**src/rtl/rdMemPkg.sv**
```systemverilog
package rdMemPkg;

  typedef enum logic [2:0] {
    PH_CMD   = 3'd0,
    PH_ADRLO = 3'd1,
    PH_ADRHI = 3'd2,
    PH_DATA  = 3'd3,
    PH_CRC   = 3'd4,
    PH_ONES  = 3'd5
  } phase_e;

  typedef struct packed {
    logic clearAll;
    logic takeBit;
    logic loadAddr;
    logic sendData;
    logic sendCrc;
    logic sendOne;
  } dpStrobe_t;

endpackage

```
**src/rtl/rdMemCtrl.sv**
```systemverilog
module rdMemCtrl
  import rdMemPkg::*;
#(
  parameter int          BYTE_W   = 8,
  parameter logic [7:0]  READ_CMD = 8'hF0
) (
  input  logic              clk,
  input  logic              rstN,
  input  logic              busReset,
  input  logic              wrValid,
  input  logic              rdSlot,
  input  logic              rxLast,
  input  logic [BYTE_W-1:0] rxByte,
  input  logic              lastDataBit,
  input  logic              lastCrcBit,
  output dpStrobe_t         str,
  output phase_e            phase
);

  phase_e phaseNext;
  logic   byteDone;

  assign byteDone = wrValid && rxLast;

  always_comb begin
    str       = '0;
    phaseNext = phase;
    if (busReset) begin
      str.clearAll = 1'b1;
      phaseNext    = PH_CMD;
    end else begin
      unique case (phase)
        PH_CMD: begin
          str.takeBit = wrValid;
          str.sendOne = rdSlot;
          if (byteDone) begin
            phaseNext = (rxByte == READ_CMD) ? PH_ADRLO : PH_ONES;
          end
        end
        PH_ADRLO: begin
          str.takeBit = wrValid;
          str.sendOne = rdSlot;
          if (byteDone) begin
            str.loadAddr = 1'b1;
            phaseNext    = PH_ADRHI;
          end
        end
        PH_ADRHI: begin
          str.takeBit = wrValid;
          str.sendOne = rdSlot;
          if (byteDone) phaseNext = PH_DATA;
        end
        PH_DATA: begin
          str.sendData = rdSlot;
          if (rdSlot && lastDataBit) phaseNext = PH_CRC;
        end
        PH_CRC: begin
          str.sendCrc = rdSlot;
          if (rdSlot && lastCrcBit) phaseNext = PH_ONES;
        end
        PH_ONES: begin
          str.sendOne = rdSlot;
        end
        default: phaseNext = PH_CMD;
      endcase
    end
  end

  always_ff @(posedge clk or negedge rstN) begin
    if (!rstN) phase <= PH_CMD;
    else       phase <= phaseNext;
  end


  bus_reset_chk: assert property (@(posedge clk) disable iff (!rstN)
    busReset |=> (phase == PH_CMD));


  one_driver_chk: assert property (@(posedge clk) disable iff (!rstN)
    $onehot0({str.sendData, str.sendCrc, str.sendOne}));


  ones_after_crc_chk: assert property (@(posedge clk) disable iff (!rstN)
    (phase == PH_CRC && rdSlot && lastCrcBit && !busReset) |=> (phase == PH_ONES));


  ones_sticky_chk: assert property (@(posedge clk) disable iff (!rstN)
    (phase == PH_ONES && !busReset) |=> (phase == PH_ONES));

endmodule

```
**src/rtl/rdMemDatapath.sv**
```systemverilog
module rdMemDatapath
  import rdMemPkg::*;
#(
  parameter int          ADDR_W   = 7,
  parameter int          BYTE_W   = 8,
  parameter int          CRC_W    = 16,
  parameter logic [15:0] CRC_POLY = 16'hA001
) (
  input  logic              clk,
  input  logic              rstN,
  input  dpStrobe_t         str,
  input  logic              wrBit,
  input  logic [BYTE_W-1:0] memData,
  output logic [ADDR_W-1:0] memAddr,
  output logic              rxLast,
  output logic [BYTE_W-1:0] rxByte,
  output logic              lastDataBit,
  output logic              lastCrcBit,
  output logic              rspBit
);

  localparam int BIT_IDX_W = $clog2(BYTE_W);
  localparam int CRC_IDX_W = $clog2(CRC_W);
  localparam logic [ADDR_W-1:0]    LAST_ADDR = '1;
  localparam logic [BIT_IDX_W-1:0] LAST_BIT  = BIT_IDX_W'(BYTE_W - 1);
  localparam logic [CRC_IDX_W-1:0] LAST_CRC  = CRC_IDX_W'(CRC_W - 1);

  logic [BYTE_W-1:0]    rxShift;
  logic [BIT_IDX_W-1:0] rxCnt;
  logic [ADDR_W-1:0]    addrReg;
  logic [BIT_IDX_W-1:0] txIdx;
  logic [CRC_W-1:0]     crcReg;
  logic [CRC_IDX_W-1:0] crcIdx;
  logic                 dataBit;

  function automatic logic [CRC_W-1:0] crcStep(input logic [CRC_W-1:0] c, input logic b);
    logic [CRC_W-1:0] s;
    s = c >> 1;
    if (c[0] ^ b) s = s ^ CRC_POLY[CRC_W-1:0];
    return s;
  endfunction

  assign rxByte      = {wrBit, rxShift[BYTE_W-1:1]};
  assign rxLast      = (rxCnt == LAST_BIT);
  assign dataBit     = memData[txIdx];
  assign lastDataBit = (txIdx == LAST_BIT) && (addrReg == LAST_ADDR);
  assign lastCrcBit  = (crcIdx == LAST_CRC);
  assign memAddr     = addrReg;

  // receive shifter and bit counter
  always_ff @(posedge clk or negedge rstN) begin
    if (!rstN) begin
      rxShift <= '0;
      rxCnt   <= '0;
    end else if (str.clearAll) begin
      rxShift <= '0;
      rxCnt   <= '0;
    end else if (str.takeBit) begin
      rxShift <= rxByte;
      rxCnt   <= rxCnt + 1'b1;
    end
  end

  // address and transmit bit index
  always_ff @(posedge clk or negedge rstN) begin
    if (!rstN) begin
      addrReg <= '0;
      txIdx   <= '0;
    end else if (str.clearAll) begin
      addrReg <= '0;
      txIdx   <= '0;
    end else if (str.loadAddr) begin
      addrReg <= rxByte[ADDR_W-1:0];
      txIdx   <= '0;
    end else if (str.sendData) begin
      txIdx <= txIdx + 1'b1;
      if (txIdx == LAST_BIT) addrReg <= addrReg + 1'b1;
    end
  end

  // CRC generator and CRC bit counter
  always_ff @(posedge clk or negedge rstN) begin
    if (!rstN) begin
      crcReg <= '0;
      crcIdx <= '0;
    end else if (str.clearAll) begin
      crcReg <= '0;
      crcIdx <= '0;
    end else if (str.takeBit) begin
      crcReg <= crcStep(crcReg, wrBit);
    end else if (str.sendData) begin
      crcReg <= crcStep(crcReg, dataBit);
    end else if (str.sendCrc) begin
      crcReg <= crcReg >> 1;
      crcIdx <= crcIdx + 1'b1;
    end
  end

  // response bit
  always_ff @(posedge clk or negedge rstN) begin
    if (!rstN) begin
      rspBit <= 1'b1;
    end else if (str.clearAll || str.sendOne) begin
      rspBit <= 1'b1;
    end else if (str.sendData) begin
      rspBit <= dataBit;
    end else if (str.sendCrc) begin
      rspBit <= crcReg[0];
    end
  end


  addr_hold_chk: assert property (@(posedge clk) disable iff (!rstN)
    !(str.sendData || str.loadAddr || str.clearAll) |=> $stable(addrReg));


  clear_state_chk: assert property (@(posedge clk) disable iff (!rstN)
    str.clearAll |=> (rspBit && crcReg == '0 && crcIdx == '0));


  crc_idx_hold_chk: assert property (@(posedge clk) disable iff (!rstN)
    !(str.sendCrc || str.clearAll) |=> $stable(crcIdx));

endmodule

```
**src/rtl/rdMemEngine.sv**
```systemverilog
module rdMemEngine
  import rdMemPkg::*;
#(
  parameter int          ADDR_W   = 7,
  parameter int          BYTE_W   = 8,
  parameter int          CRC_W    = 16,
  parameter logic [15:0] CRC_POLY = 16'hA001,
  parameter logic [7:0]  READ_CMD = 8'hF0
) (
  input  logic              clk,
  input  logic              rstN,
  input  logic              busReset,
  input  logic              wrValid,
  input  logic              wrBit,
  input  logic              rdSlot,
  output logic [ADDR_W-1:0] memAddr,
  input  logic [BYTE_W-1:0] memData,
  output logic              rspBit
);

  dpStrobe_t         str;
  phase_e            phase;
  logic              rxLast;
  logic [BYTE_W-1:0] rxByte;
  logic              lastDataBit;
  logic              lastCrcBit;

  rdMemCtrl #(
    .BYTE_W  (BYTE_W),
    .READ_CMD(READ_CMD)
  ) u_ctrl (
    .clk        (clk),
    .rstN       (rstN),
    .busReset   (busReset),
    .wrValid    (wrValid),
    .rdSlot     (rdSlot),
    .rxLast     (rxLast),
    .rxByte     (rxByte),
    .lastDataBit(lastDataBit),
    .lastCrcBit (lastCrcBit),
    .str        (str),
    .phase      (phase)
  );

  rdMemDatapath #(
    .ADDR_W  (ADDR_W),
    .BYTE_W  (BYTE_W),
    .CRC_W   (CRC_W),
    .CRC_POLY(CRC_POLY)
  ) u_dp (
    .clk        (clk),
    .rstN       (rstN),
    .str        (str),
    .wrBit      (wrBit),
    .memData    (memData),
    .memAddr    (memAddr),
    .rxLast     (rxLast),
    .rxByte     (rxByte),
    .lastDataBit(lastDataBit),
    .lastCrcBit (lastCrcBit),
    .rspBit     (rspBit)
  );


  idle_high_chk: assert property (@(posedge clk) disable iff (!rstN)
    (phase == PH_ONES && rdSlot && !busReset) |=> rspBit);


  cmd_phase_high_chk: assert property (@(posedge clk) disable iff (!rstN)
    (phase inside {PH_CMD, PH_ADRLO, PH_ADRHI}) |-> rspBit);

endmodule

```
**config.mk**
```make
export PLATFORM = sky130hd
export DESIGN_NAME = rdMemEngine
export DESIGN_NICKNAME = d
export VERILOG_FILES = /design/src/rtl/rdMemPkg.sv /design/src/rtl/rdMemCtrl.sv /design/src/rtl/rdMemDatapath.sv /design/src/rtl/rdMemEngine.sv
export SDC_FILE = /design/constraint.sdc
export NUM_CORES = 1
export LEC_CHECK = 0
export BUFFER_PORTS_ARGS = -buffer_cell sky130_fd_sc_hd__buf_4
export CAP_MARGIN = 10
export CORE_UTILIZATION = 35
export DETAILED_ROUTE_END_ITERATION = 7
export PLACE_DENSITY = 0.6
export SYNTH_ARGS = -nofsm -noshare
export SYNTH_HDL_FRONTEND = slang
export SYNTH_SLANG_ARGS = --single-unit
```
**constraint.sdc**
```tcl
create_clock -name clk -period 2.25 [get_ports clk]
set_clock_uncertainty 0.1 [all_clocks]
set_input_delay 0.1125 -clock clk [delete_from_list [all_inputs] [get_ports clk]]
set_output_delay 0.1125 -clock clk [all_outputs]
set_load 0.01 [all_outputs]
```
==> metrics.txt <==
synthesis-stage register bit count=44; Synth Cell Area=2350 µm²; Clk Tree Root Cell=clkbuf_8; DR iter-0 viols=113; worst min-delay path class=in -> reg; Max Buffers Root-to-Sink=2; Cell Pwr Density=545 nW/µm²; Peak VDD IR=211 µV; Power, Total=1.46 mW; top cells by area, synth=dfrtp_1, nand2_1, xnor2_1; multi-input logic area=1170 µm²; Die W=83.9 µm; CP arrival=2.13 ns; top_reg_cell synth=dfrtp_1; slew at the pin closest to its max-slew limit=0.570 ns; Global Route Usage Sum=15.1%; vias in the first global route=1763; routed vias=1780; initial antenna violation count=0; post-CTS setup buffers=0; Worst slew margin=61.9%; die area=7040 µm²; Async SR Flop Fraction=100%; H-tree depth=2; area of the core=6420 µm²; crit-path cells=mux2i_1, mux4_2, mux2i_4, xnor2_1, a221o_1; RSZ-0062 raised after global routing=no; status=finished with violations; synth warn=0; Yosys top cell by area=dfrtp_1; Commonest cells post-synth=nand2_1, dfrtp_1, nor2_1; Crit Path Class=reg -> reg; I/O Buffers=21; CP endpoint kind=flop; Worst Slack Setup Final=0.208 ns; CP max FO=6; Initial Util=36.5%; worst slack at placement=0.187 ns; Tcrit/Tclk final=90.7%; max_cap viols=0; global-route wire length before repair=8500 µm; clk_lat worst skew=0.30 ns; Sequential Area=1100 µm²; Congestion Overflow GR=0; final net count=295; Hold Vio Cnt, Final=0; EDFF count, synth=0; routed wire length=4810 µm; diodes inserted=0; Area growth syn-to-layout=14.2%; HPWL Detailed=3360 µm; slowest CP cell=mux4_2; CP max stage delay=0.54 ns; DR WL/cell=13.6 µm; IO Count=22; routability cong.=0.818; drt first pass iters=6; Vias/cell=5.04; flop2flop setup slack=0.21 ns; CTS tree=built; largest net degree at the start of global routing=45; count leader, synth=nand2_1; fmax=0.490 GHz; TritonCTS Buffers=5; Req. time, crit path=2.34 ns; failing checks=DRC; non-filler cells in the finished layout=353; Netlist cell types=47; area share of the largest cell type after synthesis=45.8%; Fin Hold WS=0.0229 ns; layout cell share with drive strength beyond 1=16.3%; CTS Sinks=44; DRC violations left=3; Rows=29; mean area per synthesized cell=9.20 µm²; placed cell count=342; sequential area share after synthesis=47.0%; Startpoint Class=flop; final-report max-slew violation count=0; clk slew on worst S/H paths=0.09 ns; Die Ht=83.9 µm; syn nets=275; Period minus WS final=2.04 ns; Leak=1.16 nW; Antenna Nets Post-Route=0; setup_tns=0 ns; setup violators final=0; Mapped Cells=255; fillcell total=639
[final timing paths]
kind	to	cells past startpoint	start
min in group asynchronous	u_dp.crcReg[12]$_DFFE_PN0P_	2	rstN
min reg2reg	u_dp.crcReg[2]$_DFFE_PN0P_	2	u_dp.crcReg[2]$_DFFE_PN0P_
max in group asynchronous	u_ctrl.phase[2]$_DFFE_PN0P_	2	rstN
max reg2reg	u_dp.crcReg[13]$_DFFE_PN0P_	5	u_dp.txIdx[0]$_DFFE_PN0P_
min	u_dp.rspBit$_DFFE_PN1P_	4	rdSlot
max	u_dp.crcReg[13]$_DFFE_PN0P_	5	u_dp.txIdx[0]$_DFFE_PN0P_
[flip-flops by register name (all words and copies together) (netlist names)]
register and flops:
u_dp.crcReg 16, u_dp.txIdx 3, u_dp.rspBit 1, u_dp.rxShift 7
u_dp.memAddr 7, u_dp.crcIdx 4, u_dp.rxCnt 3, u_ctrl.phase 3
[metrics by stage]
step / util [%] / area, µm²
final: 41.7 / 2680
after global routing: 41.7 / 2680
after CTS: 41.7 / 2680
after detailed placement: 39.8 / 2560
after global placement: 39.8 / 2560
after floorplan: - / 2350
[repair_timing]
item	in CTS	in global routing
hold endpoints to repair	51	0
hold buffers	3	0
endpoints found under the setup margin	0	0
gates resized for setup	0	0
[layout by cell type (no fill, tap or decap), drive strengths merged, types with 2 or more instances in the layout]
cell type,count
or2,2
nor3,9
clkinv,3
nor2,17
nand3,8
dfrtp,43
nor2b,3
dlygate4sd3,3
xor2,5
a211oi,6
o21ai,16
mux2i,8
and3,5
o21a,2
a21oi,13
buf,25
nand2,61
xnor2,10
nand4,3
ha,6
clkbuf,6
[kinds of logic (layout without fill, tap and decap cells)]
group                    after synthesis  in the layout  synth area share, %
AND/OR/NAND/NOR                      117            117                 23.1
AO/OA/AOI/OAI                         48             48                 13.0
flip-flops                            44             44                 47.0
buffers and inverters                 16             37                 3.30
XOR/XNOR                              15             15                 5.60
multiplexers                           9              9                 4.90
adder cells (fa/ha/maj)                6              6                 3.20
[metal layers]
layer	track usage, %	wire length [µm]	vias to the layer above	share of wire [%]
li1	-	-	916	-
met1	19.9	2320	833	48
met5	0	0	-	0
met4	5.17	72	0	1.5
met2	25.2	2270	24	47
met3	2.27	144	7	3.0
[layout make-up]
cell class	instances	area share (%)
flip-flops and latches	44	41.1
clock inverters	2	0.373
clock buffers	6	3.08
inverters	1	0.140
multi-input cells	195	43.6
repair buffers	28	8.12
well taps	77	3.59
[power breakdown]
part	leakage (nW)	switching [mW]	internal (mW)	total, mW
sequential	0.606	0.0127	0.805	0.818
clock	0.0510	0.268	0.245	0.513
combinational	0.503	0.0747	0.0536	0.128
[worst max-delay path, delay by kind of cell, from the launching register on]
family,cells,cell delay (ns)
compound gates,1,0.29
xor+xnor,1,0.14
flops,1,0.49
mux,3,0.93
Note: power is estimated with default switching activity, not from simulation.
